<file path="src/rtl/pc_pkg.sv">
package pc_pkg;

  typedef enum logic [2:0] {
    NX_INC  = 3'd0,
    NX_LOAD = 3'd1,
    NX_POP  = 3'd2,
    NX_VEC  = 3'd3,
    NX_ADD  = 3'd4,
    NX_SUB  = 3'd5
  } nextSel_e;

  typedef struct packed {
    nextSel_e sel;
    logic     push;
    logic     pushCur;  // push the current address instead of address+1
    logic     pop;
    logic     gieSet;
    logic     gieClr;
  } pcCtl_t;

endpackage

</file>
<file path="src/rtl/pc_ctrl.sv">
module pc_ctrl
  import pc_pkg::*;
(
  input  logic   irqTake,
  input  logic   retiEn,
  input  logic   retEn,
  input  logic   callEn,
  input  logic   jmpEn,
  input  logic   addPclEn,
  input  logic   subPclEn,
  output pcCtl_t ctl
);

  always_comb begin
    ctl = '{sel: NX_INC, push: 1'b0, pushCur: 1'b0, pop: 1'b0,
            gieSet: 1'b0, gieClr: 1'b0};
    if (irqTake) begin
      ctl.sel     = NX_VEC;
      ctl.push    = 1'b1;
      ctl.pushCur = 1'b1;
      ctl.gieClr  = 1'b1;
    end else if (retiEn) begin
      ctl.sel    = NX_POP;
      ctl.pop    = 1'b1;
      ctl.gieSet = 1'b1;
    end else if (retEn) begin
      ctl.sel = NX_POP;
      ctl.pop = 1'b1;
    end else if (callEn) begin
      ctl.sel  = NX_LOAD;
      ctl.push = 1'b1;
    end else if (jmpEn) begin
      ctl.sel = NX_LOAD;
    end else if (addPclEn) begin
      ctl.sel = NX_ADD;
    end else if (subPclEn) begin
      ctl.sel = NX_SUB;
    end
  end

endmodule

</file>
<file path="src/rtl/ret_stack.sv">
module ret_stack #(
  parameter int ADDR_W = 10,
  parameter int LOW_W  = 8,
  parameter int DEPTH  = 4,
  localparam int SP_W  = $clog2(DEPTH),
  localparam int HI_W  = ADDR_W - LOW_W
) (
  input  logic              clk,
  input  logic              rstN,
  input  logic              push,
  input  logic              pop,
  input  logic [ADDR_W-1:0] pushAddr,
  output logic [ADDR_W-1:0] topAddr,
  output logic [SP_W-1:0]   sp
);

  logic [ADDR_W-1:0] entryVal [DEPTH];
  logic [SP_W-1:0]   spDec;

  assign spDec = sp - SP_W'(1);

  for (genvar g = 0; g < DEPTH; g++) begin : gEntry
    logic [LOW_W-1:0] loQ;
    logic [HI_W-1:0]  hiQ;
    always_ff @(posedge clk or negedge rstN) begin
      if (!rstN) begin
        loQ <= '0;
        hiQ <= '0;
      end else if (push && sp == SP_W'(g)) begin
        loQ <= pushAddr[LOW_W-1:0];
        hiQ <= pushAddr[ADDR_W-1:LOW_W];
      end
    end
    assign entryVal[g] = {hiQ, loQ};
  end

  assign topAddr = entryVal[spDec];

  always_ff @(posedge clk or negedge rstN) begin
    if (!rstN)     sp <= '0;
    else if (push) sp <= sp + SP_W'(1);
    else if (pop)  sp <= spDec;
  end

endmodule

</file>
<file path="src/rtl/pc_datapath.sv">
module pc_datapath
  import pc_pkg::*;
#(
  parameter int ADDR_W = 10,
  parameter int LOW_W  = 8,
  parameter int VEC    = 8,
  localparam int HI_W  = ADDR_W - LOW_W
) (
  input  logic              clk,
  input  logic              rstN,
  input  pcCtl_t            ctl,
  input  logic [ADDR_W-1:0] target,
  input  logic [LOW_W-1:0]  acc,
  input  logic [ADDR_W-1:0] popAddr,
  output logic [ADDR_W-1:0] pc,
  output logic [ADDR_W-1:0] pushAddr,
  output logic              gie
);

  logic [LOW_W-1:0]  pcLow;
  logic [HI_W-1:0]   pcHigh;
  logic [LOW_W:0]    sumLow;
  logic [LOW_W-1:0]  diffLow;
  logic [HI_W-1:0]   hiBumped;
  logic [ADDR_W-1:0] pcPlusOne;
  logic [ADDR_W-1:0] pcNext;

  assign pcLow     = pc[LOW_W-1:0];
  assign pcHigh    = pc[ADDR_W-1:LOW_W];
  assign sumLow    = {1'b0, pcLow} + {1'b0, acc};
  assign diffLow   = pcLow - acc;
  assign hiBumped  = pcHigh + HI_W'(sumLow[LOW_W]);
  assign pcPlusOne = pc + ADDR_W'(1);
  assign pushAddr  = ctl.pushCur ? pc : pcPlusOne;

  always_comb begin
    unique case (ctl.sel)
      NX_LOAD: pcNext = target;
      NX_POP:  pcNext = popAddr;
      NX_VEC:  pcNext = ADDR_W'(VEC);
      NX_ADD:  pcNext = {hiBumped, sumLow[LOW_W-1:0]};
      NX_SUB:  pcNext = {pcHigh, diffLow};
      default: pcNext = pcPlusOne;
    endcase
  end

  always_ff @(posedge clk or negedge rstN) begin
    if (!rstN) pc <= '0;
    else       pc <= pcNext;
  end

  always_ff @(posedge clk or negedge rstN) begin
    if (!rstN)           gie <= 1'b0;
    else if (ctl.gieClr) gie <= 1'b0;
    else if (ctl.gieSet) gie <= 1'b1;
  end

endmodule

</file>
<file path="src/rtl/shadow_buf.sv">
module shadow_buf #(
  parameter int            DATA_W     = 8,
  parameter logic [7:0]    CAUSE_MASK = 8'hC0
) (
  input  logic              clk,
  input  logic              rstN,
  input  logic              saveEn,
  input  logic [DATA_W-1:0] accIn,
  input  logic [DATA_W-1:0] flagIn,
  output logic [DATA_W-1:0] accSaved,
  output logic [DATA_W-1:0] flagRestored
);

  localparam logic [DATA_W-1:0] MASK = DATA_W'(CAUSE_MASK);

  logic [DATA_W-1:0] flagQ;

  always_ff @(posedge clk or negedge rstN) begin
    if (!rstN) begin
      accSaved <= '0;
      flagQ    <= '0;
    end else if (saveEn) begin
      accSaved <= accIn;
      flagQ    <= flagIn & ~MASK;
    end
  end

  assign flagRestored = (flagIn & MASK) | flagQ;

endmodule

</file>
<file path="src/rtl/fetch_pc_unit.sv">
module fetch_pc_unit
  import pc_pkg::*;
#(
  parameter int ADDR_W = 10,
  parameter int LOW_W  = 8,
  parameter int DEPTH  = 4,
  parameter int VEC    = 8,
  localparam int SP_W  = $clog2(DEPTH)
) (
  input  logic              clk,
  input  logic              rstN,
  input  logic              jmpEn,
  input  logic              callEn,
  input  logic              retEn,
  input  logic              retiEn,
  input  logic              irqTake,
  input  logic              addPclEn,
  input  logic              subPclEn,
  input  logic [ADDR_W-1:0] targetAddr,
  input  logic [LOW_W-1:0]  accIn,
  input  logic [LOW_W-1:0]  flagIn,
  input  logic              shadowSave,
  output logic [ADDR_W-1:0] fetchAddr,
  output logic [SP_W-1:0]   stackPtr,
  output logic              gieOut,
  output logic [LOW_W-1:0]  accSaved,
  output logic [LOW_W-1:0]  flagRestored
);

  pcCtl_t            ctl;
  logic [ADDR_W-1:0] popAddr;
  logic [ADDR_W-1:0] pushAddr;

  pc_ctrl uCtrl (
    .irqTake (irqTake),
    .retiEn  (retiEn),
    .retEn   (retEn),
    .callEn  (callEn),
    .jmpEn   (jmpEn),
    .addPclEn(addPclEn),
    .subPclEn(subPclEn),
    .ctl     (ctl)
  );

  pc_datapath #(.ADDR_W(ADDR_W), .LOW_W(LOW_W), .VEC(VEC)) uPath (
    .clk     (clk),
    .rstN    (rstN),
    .ctl     (ctl),
    .target  (targetAddr),
    .acc     (accIn),
    .popAddr (popAddr),
    .pc      (fetchAddr),
    .pushAddr(pushAddr),
    .gie     (gieOut)
  );

  ret_stack #(.ADDR_W(ADDR_W), .LOW_W(LOW_W), .DEPTH(DEPTH)) uStack (
    .clk     (clk),
    .rstN    (rstN),
    .push    (ctl.push),
    .pop     (ctl.pop),
    .pushAddr(pushAddr),
    .topAddr (popAddr),
    .sp      (stackPtr)
  );

  shadow_buf #(.DATA_W(LOW_W)) uShadow (
    .clk         (clk),
    .rstN        (rstN),
    .saveEn      (shadowSave),
    .accIn       (accIn),
    .flagIn      (flagIn),
    .accSaved    (accSaved),
    .flagRestored(flagRestored)
  );

endmodule

</file>
<file path="config.mk">
export PLATFORM = sky130hd
export DESIGN_NAME = fetch_pc_unit
export DESIGN_NICKNAME = d
export VERILOG_FILES = /design/src/rtl/pc_pkg.sv /design/src/rtl/pc_ctrl.sv /design/src/rtl/ret_stack.sv /design/src/rtl/pc_datapath.sv /design/src/rtl/shadow_buf.sv /design/src/rtl/fetch_pc_unit.sv
export SDC_FILE = /design/constraint.sdc
export NUM_CORES = 1
export LEC_CHECK = 0
export ABC_AREA = 1
export BUFFER_PORTS_ARGS = -buffer_cell sky130_fd_sc_hd__buf_2
export CAP_MARGIN = 10
export CORE_UTILIZATION = 40
export CTS_BUF_LIST = sky130_fd_sc_hd__clkbuf_4
export CTS_CLUSTER_DIAMETER = 30
export DETAILED_ROUTE_END_ITERATION = 8
export GPL_TIMING_DRIVEN = 1
export PLACE_DENSITY = 0.68
export RECOVER_POWER = 100
export SLEW_MARGIN = 25
export SYNTH_ARGS = -nofsm -noshare
export SYNTH_HDL_FRONTEND = slang
export SYNTH_SLANG_ARGS = --single-unit
</file>
<file path="constraint.sdc">
create_clock -name clk -period 5.8 [get_ports clk]
set_input_delay 1.16 -clock clk [delete_from_list [all_inputs] [get_ports clk]]
set_output_delay 1.16 -clock clk [all_outputs]
set_load 0.01 [all_outputs]
</file>
## Word-level counts from Yosys, hierarchy flattened

Index checks and enable logic that the tools add are counted.

| cells by class | value |
|---|---|
| add/subtract/negate cells | 6 |
| $lt $le $gt $ge | 1 |
| equality and inequality tests | 8 |
| multiplexer cells | 24 |
| bitwise logic cells | 2 |
| reductions and logical operators | 7 |

Operators by type and width:

| operator | count |
|---|---|
| 10-bit case mux with 5 select lines | 1 |
| 10-bit 2-to-1 mux | 3 |
| 10-bit binary-select mux with 2-bit select | 1 |
| 3-bit 2-to-1 mux | 6 |
| 10-bit by 1-bit adder with 10-bit output, second input constant | 1 |
| 8-bit by 8-bit adder with 9-bit output | 1 |
| 1-bit 2-to-1 mux | 9 |
| 8-bit by 6-bit OR with 8-bit output | 1 |
| 8-bit subtractor | 1 |
| 3-bit by 2-bit == test with 1-bit output, second input constant | 2 |
| 3-bit == test, second input constant | 2 |
| 2-bit 2-to-1 mux | 3 |
| 2-bit == test, second input constant | 2 |
| 1-bit logical AND | 4 |
| 4-bit 2-to-1 mux | 1 |
| 2-bit nonzero test | 2 |
| 3-bit by 1-bit == test with 1-bit output, second input constant | 1 |
| 3-bit >= comparator, second input constant | 1 |
| 2-bit NOT with 3-bit output | 1 |
| 2-bit by 1-bit adder with 2-bit output | 1 |
| 2-bit by 1-bit adder with 2-bit output, second input constant | 1 |
| 2-bit by 1-bit == test with 1-bit output, second input constant | 1 |
| 2-bit zero test | 1 |
| 2-bit by 1-bit subtractor with 2-bit output, second input constant | 1 |

| word-level totals | value |
|---|---|
| bits in registers | 67 |
| input port bits | 36 |

## Longest topological paths before layout

Gate-level depths: netlist of run 1.

| depth | value |
|---|---|
| depth in word-level cells | 9 |
| depth in mapped cells | 13 |
| depth with buffers taken out | 13 |

## Modules after synthesis

From an unflattened synthesis of run 1, not the netlist that was laid out.

| unflattened totals | value |
|---|---|
| cells, all modules | 637 |
| area, all modules | 4415.5 um^2 |

By module, submodules not included:

| module | times used | cells an instance | area each (um^2) | seq. area each (um^2) |
|---|---|---|---|---|
| ret_stack | 1 | 277 | 2105.8 | 1051.0 |
| pc_datapath | 1 | 280 | 1675.4 | 275.3 |
| shadow_buf | 1 | 61 | 545.5 | 350.3 |
| pc_ctrl | 1 | 19 | 88.8 | 0.0 |

## Worst setup path before layout of run 1

No wires, ideal clock.

| timing | value |
|---|---|
| path kind | input-to-reg |
| start | input accIn[0] |
| end | register uPath.pc[9] |
| setup time | 127 ps |
| arrival | 2723 ps |
| data required time | 5673 ps |
| setup slack | 2950 ps |
| cell stages on the path | 13 |
| buffers on the path | 0 |
| cell sequence | ha_1 > inv_1 > fa_1 > inv_1 > nand4_1 > nand3_1 > a21oi_1 > o21bai_1 > ha_1 > xnor2_1 > o21ai_0 > a21oi_1 > nand3_1 |

| on the way | value |
|---|---|
| cells in the longest elaborated chain, start to end | 3 |

RTL lines:

| element | line | RTL |
|---|---|---|
| from (decl) | fetch_pc_unit.sv:20 | `input logic [LOW_W-1:0] accIn,` |
| 8-bit by 8-bit adder with 9-bit output | pc_datapath.sv:30 | `assign sumLow = {1'b0, pcLow} + {1'b0, acc};` |
| 2-bit by 1-bit adder with 2-bit output | pc_datapath.sv:32 | `assign hiBumped = pcHigh + HI_W'(sumLow[LOW_W]);` |
| 10-bit case mux with 5 select lines | pc_datapath.sv:37 | `unique case (ctl.sel)` |
| to (signal assigned) | pc_datapath.sv:49 | `else pc <= pcNext;` |
| to (decl) | pc_datapath.sv:15 | `output logic [ADDR_W-1:0] pc,` |

Every way passes these cells.
A chain may end at the register's enable or synchronous reset.

## Worst setup path after layout of run 1

| timing | value |
|---|---|
| start | register uStack.sp[0] |
| end | register uPath.pc[0] |

| on the way | value |
|---|---|
| cells in the longest elaborated chain, start to end | 6 |

RTL lines:

| element | line | RTL |
|---|---|---|
| from (decl) | ret_stack.sv:14 | `output logic [SP_W-1:0] sp` |
| from (signal assigned) | ret_stack.sv:41 | `else if (push) sp <= sp + SP_W'(1);` |
| from (signal assigned) | ret_stack.sv:42 | `else if (pop) sp <= spDec;` |
| 2-bit by 1-bit subtractor with 2-bit output | ret_stack.sv:20 | `assign spDec = sp - SP_W'(1);` |
| 2-bit NOT with 3-bit output (implied by the code) | ret_stack.sv:37 | `assign topAddr = entryVal[spDec];` |
| 10-bit binary-select mux with 2-bit select | ret_stack.sv:37 |  |
| 10-bit 2-to-1 mux (implied by the code) (2 in a row) | ret_stack.sv:37 |  |
| 10-bit case mux with 5 select lines | pc_datapath.sv:37 |  |
| named net uPath.pcNext[0] | pc_datapath.sv:26 | `logic [ADDR_W-1:0] pcNext;` |

The timed path passes the listed nets, and every way through them passes these cells. The select of a mux whose other input is x is not followed.

==> reports/results.txt, run 1 <==
Power per cell area: 446 nW/um2
WP buf/inv: 2
CTS Sinks: 67
Total Nets Final: 694
Result of the run: finished, final reports clean
Hold-critical path depth: 2
Post-synthesis sequential area ratio: 39.3%
Standard-cell row count: 37
Post-cts gate resize count: 0
Root buffer cell: clkbuf_4
Largest buffer count on any clock path: 2
Class of the tightest hold or removal check: reg -> reg
Worst flop-to-flop path startpoint: uStack.sp[0]$_DFFE_PN0P_
Peak supply drop: 0.190 mV
Number of max-slew violations in the final report: 0
Crit path time final: 3080 ps
Sum Neg Setup Slack: 0 ps
Level count of the clock H-tree: 3
Iter 0 DRT Violations: 285
Aggregate routed wire length: 11.6 mm
Aggregate global routing overflow: 0
Actual transition at the worst max-transition pin: 941 ps
Number of antenna violations at the first check in global routing: 0
Timing-limited maximum frequency: 0.325 GHz
Beginning of the worst hold path: uStack.gEntry[0].loQ[1]$_DFFE_PN0P_
IO Pins: 65
End point of the most critical hold path: uStack.gEntry[0].loQ[1]$_DFFE_PN0P_
Synth warnings: 0
Critical Path Sink Type: flip-flop
Final setup fails: 0
Area growth, synth to finish: 10.1%
Terminus of the critical flop-to-flop path: uPath.pc[0]$_DFF_PN0_
Number of hold-slack violations in the final timing report: 0
Count of max-cap constraint violations: 0
Total of buffers placed on input and output ports: 60
Die W: 105 um
Vias in the first global route: 3,805
Crit path DAT: 3390 ps
Final worst path period share: 53.0%
Worst-path fanout max: 28
CTS buffer count: 9
Cell-by-cell trace of the critical path: inv_1 > ha_1 > clkinv_1 > a21oi_1 > o21ai_0 > nand3_1 > o2111ai_1
Placeable core area: 10,300 um2
Number of synthesized register bits: 67
# fillers: 1,046
Commonest cells after routing, fill and taps aside: nand2_1 (185), dfrtp_1 (67), inv_1 (66)
Post-synthesis instance total: 578
Stages on the worst setup path: 7
CTS Hold Bufs: 0
Dpl cell area: 4650 um2
Post-Syn Nets: 637
Largest delay contributor family on the critical path: flip-flops
Wire length of the first global-routing pass: 19.3 mm
Total via count after detailed routing: 3,951
Detailed placement HPWL: 8.98 mm
Normalized max-slew margin: 37.2%
Number of library cell types mapped by synthesis: 33
Global router's overall resource usage: 22.4%
Register clock-pin slew on the reported worst setup and hold paths: 140 ps
Drt first pass iters: 4
Delay of the slowest cell on the worst path: 870 ps
Most common cell after layout, fill and taps aside: nand2_1
Skew-Pair Late Insertion Delay: 420 ps
Average size of a mapped cell: 7.39 um2
Leak: 2.41 nW
Share of post-route cells with drive strength above 1: 10.5%
Via-per-instance ratio: 5.09
Initial cell density of the core: 41.4%
Worst setup path class: reg -> reg
Last weighted congestion value of the routability-driven placer: 0.883
Reg-to-reg slack, setup: 2720 ps
Die Span Y: 105 um
DRC violations left: 0
Number of post-CTS setup repair buffers: 0
Required arrival time at the worst endpoint: 6110 ps
Setup repair after global routing missed its margin: false
Avg WL per Cell: 15.0 um
Type of element launching the critical path: flip-flop
Final Cell Area: 4700 um2
Post-synthesis instance area: 4270 um2
Antenna Cells: 0
Worst path slowest cell: dfrtp_1
Post-Route Skew: 27.9 ps
Residual antenna-violating net count after detailed routing: 0
Die Area: 11,100 um2
Clock tree from TritonCTS: yes
Worst-case reg-to-reg path depth: 7
Pin count of the biggest net entering global routing: 68
[per-layer routing]
| layer | share of wire, % | track usage, % | vias up | wire (um) |
|---|---|---|---|---|
| li1 | - | - | 1963 | - |
| met1 | 44 | 28.5 | 1850 | 5140 |
| met2 | 48 | 37.5 | 119 | 5620 |
| met3 | 5.0 | 4.33 | 19 | 576 |
| met4 | 2.6 | 9.15 | 0 | 297 |
| met5 | 0 | 0 | - | 0 |
[how the worst max path moves through the flow]
stage                             startpoint                      end  slack, ps
floorplan                           accIn[0]  uPath.pc[9]$_DFFE_PN0N_       2950
finish              uStack.sp[0]$_DFFE_PN0P_    uPath.pc[0]$_DFF_PN0_       2720
global placement                    accIn[0]  uPath.pc[9]$_DFFE_PN0N_       2650
global route        uStack.sp[0]$_DFFE_PN0P_    uPath.pc[0]$_DFF_PN0_       2380
CTS                 uStack.sp[0]$_DFFE_PN0P_    uPath.pc[0]$_DFF_PN0_       3010
detailed placement                  accIn[0]  uPath.pc[9]$_DFFE_PN0N_       2610
[power breakdown]
part           switching [mW]  internal [mW]  total, mW  leakage, nW
sequential              0.167          0.628      0.796        0.835
combinational           0.653          0.339      0.992         1.50
clock                   0.180          0.130      0.310       0.0695
total                    1.00           1.10       2.10         2.41
[metrics by stage]
| stage | hold slack [ps] | setup slack [ps] | utilization, % | instances | total power, mW |
|---|---|---|---|---|---|
| after floorplan | 437 | 2950 | - | 578 | 1.52 |
| after global placement | 462 | 2650 | 45.0 | 760 | 1.80 |
| after detailed placement | 462 | 2610 | 45.0 | 760 | 1.82 |
| after CTS | 494 | 3010 | 46.3 | 776 | 2.13 |
| after global routing | 509 | 2380 | 45.5 | 776 | 2.31 |
| final | 489 | 2720 | 45.5 | 776 | 2.10 |
[cell usage after synthesis]
cell	count	share of area (%)
fa_1	2	0.94
a21oi_1	30	3.5
ha_1	21	6.2
clkinv_1	1	0.088
buf_6	3	0.79
inv_2	8	0.70
xnor2_1	2	0.41
o21ai_1	9	1.1
o211ai_1	1	0.18
o21ai_2	1	0.21
nand2_1	184	16
a22oi_1	1	0.18
o2111ai_1	1	0.21
buf_2	8	0.94
a21oi_4	1	0.38
nand3_2	1	0.23
nor2_2	3	0.44
nand2_2	2	0.29
nor2_1	37	3.3
inv_1	61	5.4
nand3b_1	2	0.35
clkbuf_1	1	0.088
dfrtp_1	67	39
o21ai_0	26	3.0
mux2_2	8	2.1
xor2_1	5	1.0
o21bai_1	2	0.35
nand2_4	2	0.53
nor2_4	6	1.6
nand4_1	12	1.8
nor3_1	3	0.35
buf_4	4	0.70
nand3_1	63	7.4
[worst register-to-register path, cell delays in order, from the launching register on]
cell	delay (ps)
dfrtp_1	870
inv_1	500
ha_1	690
clkinv_1	360
a21oi_1	200
o21ai_0	110
nand3_1	150
o2111ai_1	110
[flip-flops by register name, summed over array words and instances, names as in the netlist]
signal             flops
uStack.sp              2
uShadow.flagQ          6
uPath.gie              1
uStack.gEntry.hiQ      8
uStack.gEntry.loQ     32
uPath.pc              10
uShadow.accSaved       8
[final cells by class]
class | instances | area, um2 | area share (%)
repair buffers | 62 | 275 | 5.85
flip-flops and latches | 67 | 1680 | 35.7
multi-input cells | 425 | 2180 | 46.4
inverters | 70 | 263 | 5.59
well taps | 136 | 170 | 3.62
clock inverters | 7 | 66.3 | 1.41
clock buffers | 9 | 67.6 | 1.44
[cell families (layout without fill, tap and decap cells)]
family | Yosys count | count (layout) | synth area share (%)
AOI/OAI and AO/OA | 72 | 72 | 9.11
buffers and inverters | 86 | 148 | 8.67
DFF | 67 | 67 | 39.3
muxes | 8 | 8 | 2.11
xor gates and xnor gates | 7 | 7 | 1.44
and+or+nand+nor | 315 | 315 | 32.3
adders and majority gates | 23 | 23 | 7.09
(Power assumes the default switching activity.)
==> run 2, diff against run 1 <==
- PLACE_DENSITY: 0.68 -> 0.7
- clock period: 5.8 -> 2.5 ns (I/O delays scaled with it)
==> run 2 against run 1 <==
Effect of this change:
- hold slack got worse by 220 ps
- cell area rose by 3.3%
- register-to-register slack got worse by 2500 ps
- via count rose by 3.3%
- critical endpoint is now uPath.pc[9]$_DFFE_PN0N_
- global-route usage barely moved
- critical path depth rose by 6
- combinational power rose to 2.6 times the previous value
- critical path type unchanged
- utilization rose by 1.5 points
- largest cell class unchanged
==> reports/results.txt, run 2 (synthesis results as in run 1) <==
Result of the run: finished, final reports clean (unchanged)
Die W: 105 um (unchanged)
Power spent charging and discharging nets: 2.41 mW (was 1.00 mW)
Global router's overall resource usage: 22.5% (was 22.4%)
Number of max-slew violations in the final report: 0 (unchanged)
Antenna Cells: 0 (unchanged)
Worst flop-to-flop path startpoint: uPath.pc[0]$_DFF_PN0_ (was uStack.sp[0]$_DFFE_PN0P_)
Internal power: 2.74 mW (was 1.10 mW)
Post-Route Skew: 28.0 ps (was 27.9 ps)
Critical Path Sink Type: flip-flop (unchanged)
Vias in the first global route: 3,975 (was 3,805)
Timing-limited maximum frequency: 0.441 GHz (was 0.325 GHz)
Skew-Pair Late Insertion Delay: 440 ps (was 420 ps)
Placeable core area: 10,300 um2 (unchanged)
Fraction of power spent switching nets: 46.8% (was 47.7%)
Drt first pass iters: 5 (was 4)
Class of the tightest hold or removal check: in -> reg (was reg -> reg)
Worst-case reg-to-reg path depth: 13 (was 7)
CTS buffer count: 9 (unchanged)
Register clock-pin slew on the reported worst setup and hold paths: 140 ps (about the same)
Clock tree from TritonCTS: yes (unchanged)
Worst Setup EP: uPath.pc[9]$_DFFE_PN0N_ (was uPath.pc[0]$_DFF_PN0_)
Peak supply drop: 0.349 mV (was 0.190 mV)
Worst-path fanout max: 3 (was 28)
# fillers: 1,068 (was 1,046)
Power per cell area: 1060 nW/um2 (was 446 nW/um2)
Leak: 2.50 nW (was 2.41 nW)
Root buffer cell: clkbuf_4 (unchanged)
Standard-cell row count: 37 (unchanged)
Die Span Y: 105 um (unchanged)
Most common cell after layout, fill and taps aside: nand2_1 (unchanged)
Total Nets Final: 707 (was 694)
Comb power frac: 50.8% (was 47.3%)
Final cell count without fillers: 789 (was 776)
Overall power after layout: 5.15 mW (was 2.10 mW)
Via-per-instance ratio: 5.17 (was 5.09)
Largest registers: uStack.gEntry.loQ x32, uPath.pc x10 (unchanged)
Setup slack after layout: 231 ps (was 2720 ps)
Reg-to-reg slack, setup: 230 ps (was 2720 ps)
Residual antenna-violating net count after detailed routing: 0 (unchanged)
Type of element launching the critical path: flip-flop (unchanged)
DRC violations left: 0 (unchanged)
Cells after DPL: 772 (was 760)
Terminus of the critical flop-to-flop path: uPath.pc[9]$_DFFE_PN0N_ (was uPath.pc[0]$_DFF_PN0_)
IO Pins: 65 (unchanged)
Pin count of the biggest net entering global routing: 45 (was 68)
Total via count after detailed routing: 4,082 (was 3,951)
Share of post-route cells with drive strength above 1: 13.9% (was 10.5%)
Iter 0 DRT Violations: 264 (was 285)
Number of flip-flops under the largest register name: 32 (unchanged)
Commonest cells after routing, fill and taps aside: nand2_1 (184), dfrtp_1 (67), nand3_1 (63) (was nand2_1 (185), dfrtp_1 (67), inv_1 (66))
Detailed placement HPWL: 8.93 mm (was 8.98 mm)
Count of max-cap constraint violations: 0 (unchanged)
Register bank with the most flops: uStack.gEntry.loQ (unchanged)
Largest buffer count on any clock path: 2 (unchanged)
Final setup fails: 0 (unchanged)
Final worst path period share: 90.8% (was 53.0%)
Crit path time final: 2270 ps (was 3080 ps)
Wire length of the first global-routing pass: 19.3 mm (about the same)
Aggregate routed wire length: 11.8 mm (was 11.6 mm)
Number of hold-slack violations in the final timing report: 0 (unchanged)
Normalized max-slew margin: 6.05% (was 37.2%)
Required arrival time at the worst endpoint: 2820 ps (was 6110 ps)
Startpoint of the worst setup timing path: uPath.pc[0]$_DFF_PN0_ (was uStack.sp[0]$_DFFE_PN0P_)
Clock share of power: 16.2% (was 14.8%)
Actual transition at the worst max-transition pin: 1410 ps (was 941 ps)
Level count of the clock H-tree: 3 (unchanged)
Area growth, synth to finish: 13.7% (was 10.1%)
Worst setup path class: reg -> reg (unchanged)
Aggregate global routing overflow: 0 (unchanged)
Worst slack after detailed placement: -45.4 ps (was 2610 ps)
Die Area: 11,100 um2 (unchanged)
Initial cell density of the core: 41.4% (unchanged)
CTS Hold Bufs: 0 (unchanged)
Crit path DAT: 2590 ps (was 3390 ps)
Setup repair after global routing missed its margin: false (unchanged)
Power share of the sequential group: 32.9% (was 37.9%)
Total of buffers placed on input and output ports: 60 (unchanged)
Avg WL per Cell: 15.0 um (about the same)
CTS Sinks: 67 (unchanged)
Number of antenna violations at the first check in global routing: 0 (unchanged)
Last weighted congestion value of the routability-driven placer: 0.919 (was 0.883)
run 2: cell count changes in the layout (fill, tap and decap cells not counted), sizes merged:
cell / delta
buf: +12
bufinv: +1
clkbuf: +1
clkinvlp: +1
inv: -2
run 2: critical path: stages, from the launching register on:
cell and delay (ps):
dfrtp_1 390, ha_1 170, inv_1 60, fa_2 350
inv_2 80, nand4_1 150, nand3_2 120, a21oi_1 70
o21bai_1 150, ha_2 200, xnor2_1 110, o21ai_0 100
a21oi_1 120, nand3_1 90
run 2: cell type report:
class / instances / area (um2) / share of cell area [%]
clock buffer: 9 / 67.6 / 1.39
tap: 136 / 170 / 3.50
multi-input combinational: 425 / 2210 / 45.6
inverter: 70 / 263 / 5.41
sequential: 67 / 1680 / 34.5
clock inverter: 7 / 92.6 / 1.91
timing repair buffer: 75 / 375 / 7.73
run 2: stage by stage:
stage / utilization, % / setup TNS [ps] / hold WS, ps / area, um2
finish: 47.1 / 0 / 267 / 4860
global route: 47.1 / 0 / 281 / 4860
CTS: 47.6 / 0 / 50.3 / 4910
detailed placement: 46.0 / -45.4 / 454 / 4750
global placement: 46.0 / 0 / 454 / 4750
floorplan: - / 0 / 204 / 4270
run 2: worst min path at each step:
stage                                                      to  slack, ps                                start  cells past startpoint
after floorplan                         uPath.gie$_DFFE_PN0P_        200                                 rstN                      0
after global placement    uStack.gEntry[0].loQ[1]$_DFFE_PN0P_        450  uStack.gEntry[0].loQ[1]$_DFFE_PN0P_                      2
after detailed placement  uStack.gEntry[3].loQ[1]$_DFFE_PN0P_        450  uStack.gEntry[3].loQ[1]$_DFFE_PN0P_                      2
after CTS                     uShadow.accSaved[2]$_DFFE_PN0P_         50                                 rstN                      1
after global routing                    uPath.pc[1]$_DFF_PN0_        280                        targetAddr[1]                      3
final                                   uPath.pc[1]$_DFF_PN0_        270                        targetAddr[1]                      3
run 2: metal layers:
metal / wire (um) / global-route usage (%)
met1: 4890 / 27.4
met2: 5680 / 38.3
met3: 792 / 3.03
met4: 462 / 12.3
met5: 0 / 0
run 2: what timing repair did:
action	4_1_cts	5_1_grt
gates resized for setup	0	5
setup buffers	0	1
endpoints found under the setup margin	0	1
run 2: power by group through the flow:
stage	combinational (mW)	clock, mW	sequential [mW]
final	2.62	0.836	1.70
after global routing	2.97	0.887	1.74
after CTS	2.66	0.847	1.69
after detailed placement	2.63	0	1.72
after global placement	2.60	0	1.70
after floorplan	1.79	0	1.75
==> run 3, diff against run 2 <==
- ABC_AREA: 1 -> not set
- MAX_ROUTING_LAYER: not set -> met4
- clock period: 2.5 -> 1.98 ns (I/O delays scaled with it)
==> run 3 against run 2 <==
Effect of this change:
- the run now ends with setup timing left
- die area decreased by 7.1%
- largest power group unchanged
- synthesized area decreased by 7.2%
- sequential power increased by 21%
- global-route usage increased by 0.19 points
==> reports/results.txt, run 3 <==
Post-synthesis mux area share: 10.2% (was 2.11%)
Leak: 2.28 nW (was 2.50 nW)
Leading post-synthesis cells by cell area: dfrtp_1 (42%), ha_1 (6.6%), o21ai_0 (6.1%) (was dfrtp_1 (39%), nand2_1 (16%), nand3_1 (7.4%))
Startpoint of the worst setup timing path: uPath.pc[0]$_DFF_PN0_ (unchanged)
Worst flop-to-flop path startpoint: uPath.pc[0]$_DFF_PN0_ (unchanged)
Average size of a mapped cell: 9.64 um2 (was 7.39 um2)
Most used standard cell by instance count after synthesis: dfrtp_1 (was nand2_1)
Share of the synthesized area in compound gates (AO/OA/AOI/OAI): 16.2% (was 9.11%)
Area share of the largest cell type after synthesis: 42.3% (was 39.3%)
Number of synthesized register bits: 67 (unchanged)
Standard-cell row count: 35 (was 37)
Placeable core area: 9420 um2 (was 10,300 um2)
Count of max-cap constraint violations: 0 (unchanged)
Sequential cell area: 1680 um2 (about the same)
Post-synthesis share of cell area spent on xor and xnor gates: 4.20% (was 1.44%)
Register bank with the most flops: uStack.gEntry.loQ (unchanged)
Crit path time final: 2730 ps (was 2270 ps)
Top_reg_cell synth: dfrtp_1 (unchanged)
Cell-by-cell trace of the critical path: ha_4 > inv_2 > fa_2 > o21bai_4 > a311oi_2 > nor2_1 > nor2_1 > o21bai_1 > a21o_1 > ha_4 > nand2_2 > a21oi_2 > o21ai_1 > a21oi_2 > a22o_1 > a22o_1 (was ha_1 > inv_1 > fa_2 > inv_2 > nand4_1 > nand3_2 > a21oi_1 > o21bai_1 > ha_2 > xnor2_1 > o21ai_0 > a21oi_1 > nand3_1)
Die Span Y: 102 um (was 105 um)
Beginning of the worst hold path: flagIn[2] (was targetAddr[1])
Peak supply drop: 0.537 mV (was 0.349 mV)
Register clock-pin slew on the reported worst setup and hold paths: 120 ps (was 140 ps)
Pin count of the biggest net entering global routing: 68 (was 45)
Root buffer cell: clkbuf_4 (unchanged)
Aggregate global routing overflow: 0 (unchanged)
Last weighted congestion value of the routability-driven placer: 0.957 (was 0.919)
DRC violations left: 0 (unchanged)
Cells after DPL: 633 (was 772)
Drt first pass iters: 6 (was 5)
Reg-to-reg slack, setup: -750 ps (was 230 ps)
Power per cell area: 1180 nW/um2 (was 1060 nW/um2)
Largest registers: uStack.gEntry.loQ x32, uPath.pc x10 (unchanged)
Comb power frac: 49.7% (was 50.8%)
Residual antenna-violating net count after detailed routing: 0 (unchanged)
Post-synthesis instance area: 3960 um2 (was 4270 um2)
Normalized max-slew margin: 36.9% (was 6.05%)
Sum Neg Setup Slack: -1860 ps (was 0 ps)
Delay of the slowest cell on the worst path: 450 ps (was 390 ps)
Synth warnings: 0 (unchanged)
Worst-path fanout max: 2 (was 3)
Most common cell after layout, fill and taps aside: dfrtp_1 (was nand2_1)
Area growth, synth to finish: 31.4% (was 13.7%)
Initial cell density of the core: 42.1% (was 41.4%)
Final worst path period share: 138% (was 90.8%)
Number of max-slew violations in the final report: 0 (unchanged)
Count of flip-flops with a built-in enable after synthesis: 0 (unchanged)
Post-Syn Nets: 470 (was 637)
Post-synthesis share of cell area spent on full adders, half adders and majority gates: 7.64% (was 7.09%)
Die W: 102 um (was 105 um)
Setup repair after global routing missed its margin: true (was false)
Aggregate routed wire length: 10.7 mm (was 11.8 mm)
Actual transition at the worst max-transition pin: 947 ps (was 1410 ps)
Class of the tightest hold or removal check: in -> reg (unchanged)
Total of buffers placed on input and output ports: 60 (unchanged)
Clock tree from TritonCTS: yes (unchanged)
Level count of the clock H-tree: 3 (unchanged)
Overall power after layout: 6.15 mW (was 5.15 mW)
Clock share of power: 17.0% (was 16.2%)
# fillers: 829 (was 1,068)
Die Area: 10,300 um2 (was 11,100 um2)
Failing checks: setup timing
Worst path slowest cell: dfrtp_2 (was dfrtp_1)
Cell type contributing the most total cell area after synthesis: dfrtp_1 (unchanged)
Commonest cells after routing, fill and taps aside: dfrtp_1 (64), buf_4 (55), nand2_1 (53) (was nand2_1 (184), dfrtp_1 (67), nand3_1 (63))
Internal power: 3.82 mW (was 2.74 mW)
Number of library cell types mapped by synthesis: 53 (was 33)
Area occupied by multi-input gates: 2370 um2 (was 2210 um2)
Detailed placement HPWL: 7.88 mm (was 8.93 mm)
Power share of the sequential group: 33.3% (was 32.9%)
Number of hold-slack violations in the final timing report: 0 (unchanged)
Post-synthesis instance total: 411 (was 578)
Via-per-instance ratio: 5.31 (was 5.17)
Async SR Flop Fraction: 100% (unchanged)
Largest buffer count on any clock path: 2 (unchanged)
Post-synthesis sequential area ratio: 42.3% (was 39.3%)
Final setup fails: 10 (was 0)
Timing-limited maximum frequency: 0.367 GHz (was 0.441 GHz)
Global router's overall resource usage: 22.7% (was 22.5%)
Post-layout utilization of the core: 55.3% (was 47.1%)
Commonest cells post-synth: dfrtp_1 (67), nand2_1 (55), o21ai_0 (48) (was nand2_1 (184), dfrtp_1 (67), nand3_1 (63))
CTS buffer count: 9 (unchanged)
WP buf/inv: 1 (was 2)
Share of post-route cells with drive strength above 1: 35.2% (was 13.9%)
Worst slack after detailed placement: -931 ps (was -45.4 ps)
Result of the run: finished, violations left (was finished, final reports clean)
IO Pins: 65 (unchanged)
CTS Sinks: 67 (unchanged)
Type of element launching the critical path: flip-flop (unchanged)
Largest delay contributor family on the critical path: compound AO/OA/AOI/OAI gates (was adder cells)
Critical Path Sink Type: flip-flop (unchanged)
Total Nets Final: 582 (was 707)
Post-Route Skew: 13.2 ps (was 28.0 ps)
Total via count after detailed routing: 3,494 (was 4,082)
Number of flip-flops under the largest register name: 32 (unchanged)
Combinational family with the most area after synthesis: compound AO/OA/AOI/OAI gates (was simple AND/OR/NAND/NOR gates)
Required arrival time at the worst endpoint: 2290 ps (was 2820 ps)
Power spent charging and discharging nets: 2.33 mW (was 2.41 mW)
Fraction of power spent switching nets: 37.9% (was 46.8%)
Vias in the first global route: 3,576 (was 3,975)
Iter 0 DRT Violations: 147 (was 264)
Wire length of the first global-routing pass: 17.1 mm (was 19.3 mm)
Final cell count without fillers: 658 (was 789)
Avg WL per Cell: 16.3 um (was 15.0 um)
Crit path DAT: 3040 ps (was 2590 ps)
Setup slack after layout: -747 ps (was 231 ps)
Worst setup path class: reg -> reg (unchanged)
Simple-gate portion of the synthesized area: 15.4% (was 32.3%)
Number of antenna violations at the first check in global routing: 1 (was 0)
Skew-Pair Late Insertion Delay: 410 ps (was 440 ps)
==> run 3: cell count changes in the layout (fill, tap and decap cells not counted), moves of 11 or more <==
cell / change
a21oi_1: -17
buf_4: +46
inv_1: -49
nand2_1: -131
nand3_1: -59
nand4_1: -11
nor2_1: -11
==> run 3: cell type report <==
cell class,count,area share [%]
Multi-Input combinational cell,304,45.6
Clock inverter,5,1.49
Antenna cell,1,0.0480
Tap cell,129,3.10
Timing Repair Buffer,125,14.8
Sequential cell,67,32.3
Clock buffer,11,1.59
Inverter,16,1.15
==> run 3: path summary, 6_finish.rpt <==
path,cells past startpoint,to
hold reg to reg,2,uStack.gEntry[0].loQ[5]$_DFFE_PN0P_
setup / recovery,16,uPath.pc[8]$_DFFE_PN0N_
setup reg to reg,16,uPath.pc[8]$_DFFE_PN0N_
hold / removal,2,uShadow.flagQ[2]$_DFFE_PN0P_
max in group asynchronous,3,uPath.pc[0]$_DFF_PN0_
min in group asynchronous,3,uStack.gEntry[2].loQ[0]$_DFFE_PN0P_
==> run 3: power groups by stage <==
stage / logic (mW) / registers [mW] / clock network (mW)
floorplan: 1.74 / 2.13 / 0
global placement: 2.74 / 2.04 / 0
detailed placement: 2.84 / 2.07 / 0
CTS: 2.99 / 2.05 / 1.08
global route: 3.37 / 2.10 / 1.13
finish: 3.06 / 2.05 / 1.05
==> run 3: metal layers <==
metal,track usage [%],vias up,wire length [um],part of all wire [%]
met5,-,-,0,0
met3,4.49,14,586,5.5
met2,36.4,108,5330,50
li1,-,1680,-,-
met4,6.35,0,127,1.2
met1,29.1,1692,4660,44
==> run 3: cell families after synthesis <==
| family | after synthesis |
|---|---|
| muxes | 26 |
| buffers and inverters | 40 |
| AOI/OAI and AO/OA | 105 |
| and+or+nand+nor | 131 |
| xor gates and xnor gates | 19 |
| DFF | 67 |
| adders and majority gates | 23 |
==> run 3: per-stage QoR <==
stage               instance area [um2]  hold WS (ps)
floorplan                          4070           100
global placement                   4860           451
detailed placement                 4860           459
CTS                                5160           177
global route                       5210           173
finish                             5210           208
==> run 3: timing repair <==
action                                  CTS  global route
gates resized for setup                  20            21
hold endpoints to repair                 15             0
buffers inserted                          4             4
endpoints found under the setup margin   15            20
hold buffers                              1             0
pin swaps                                11            18
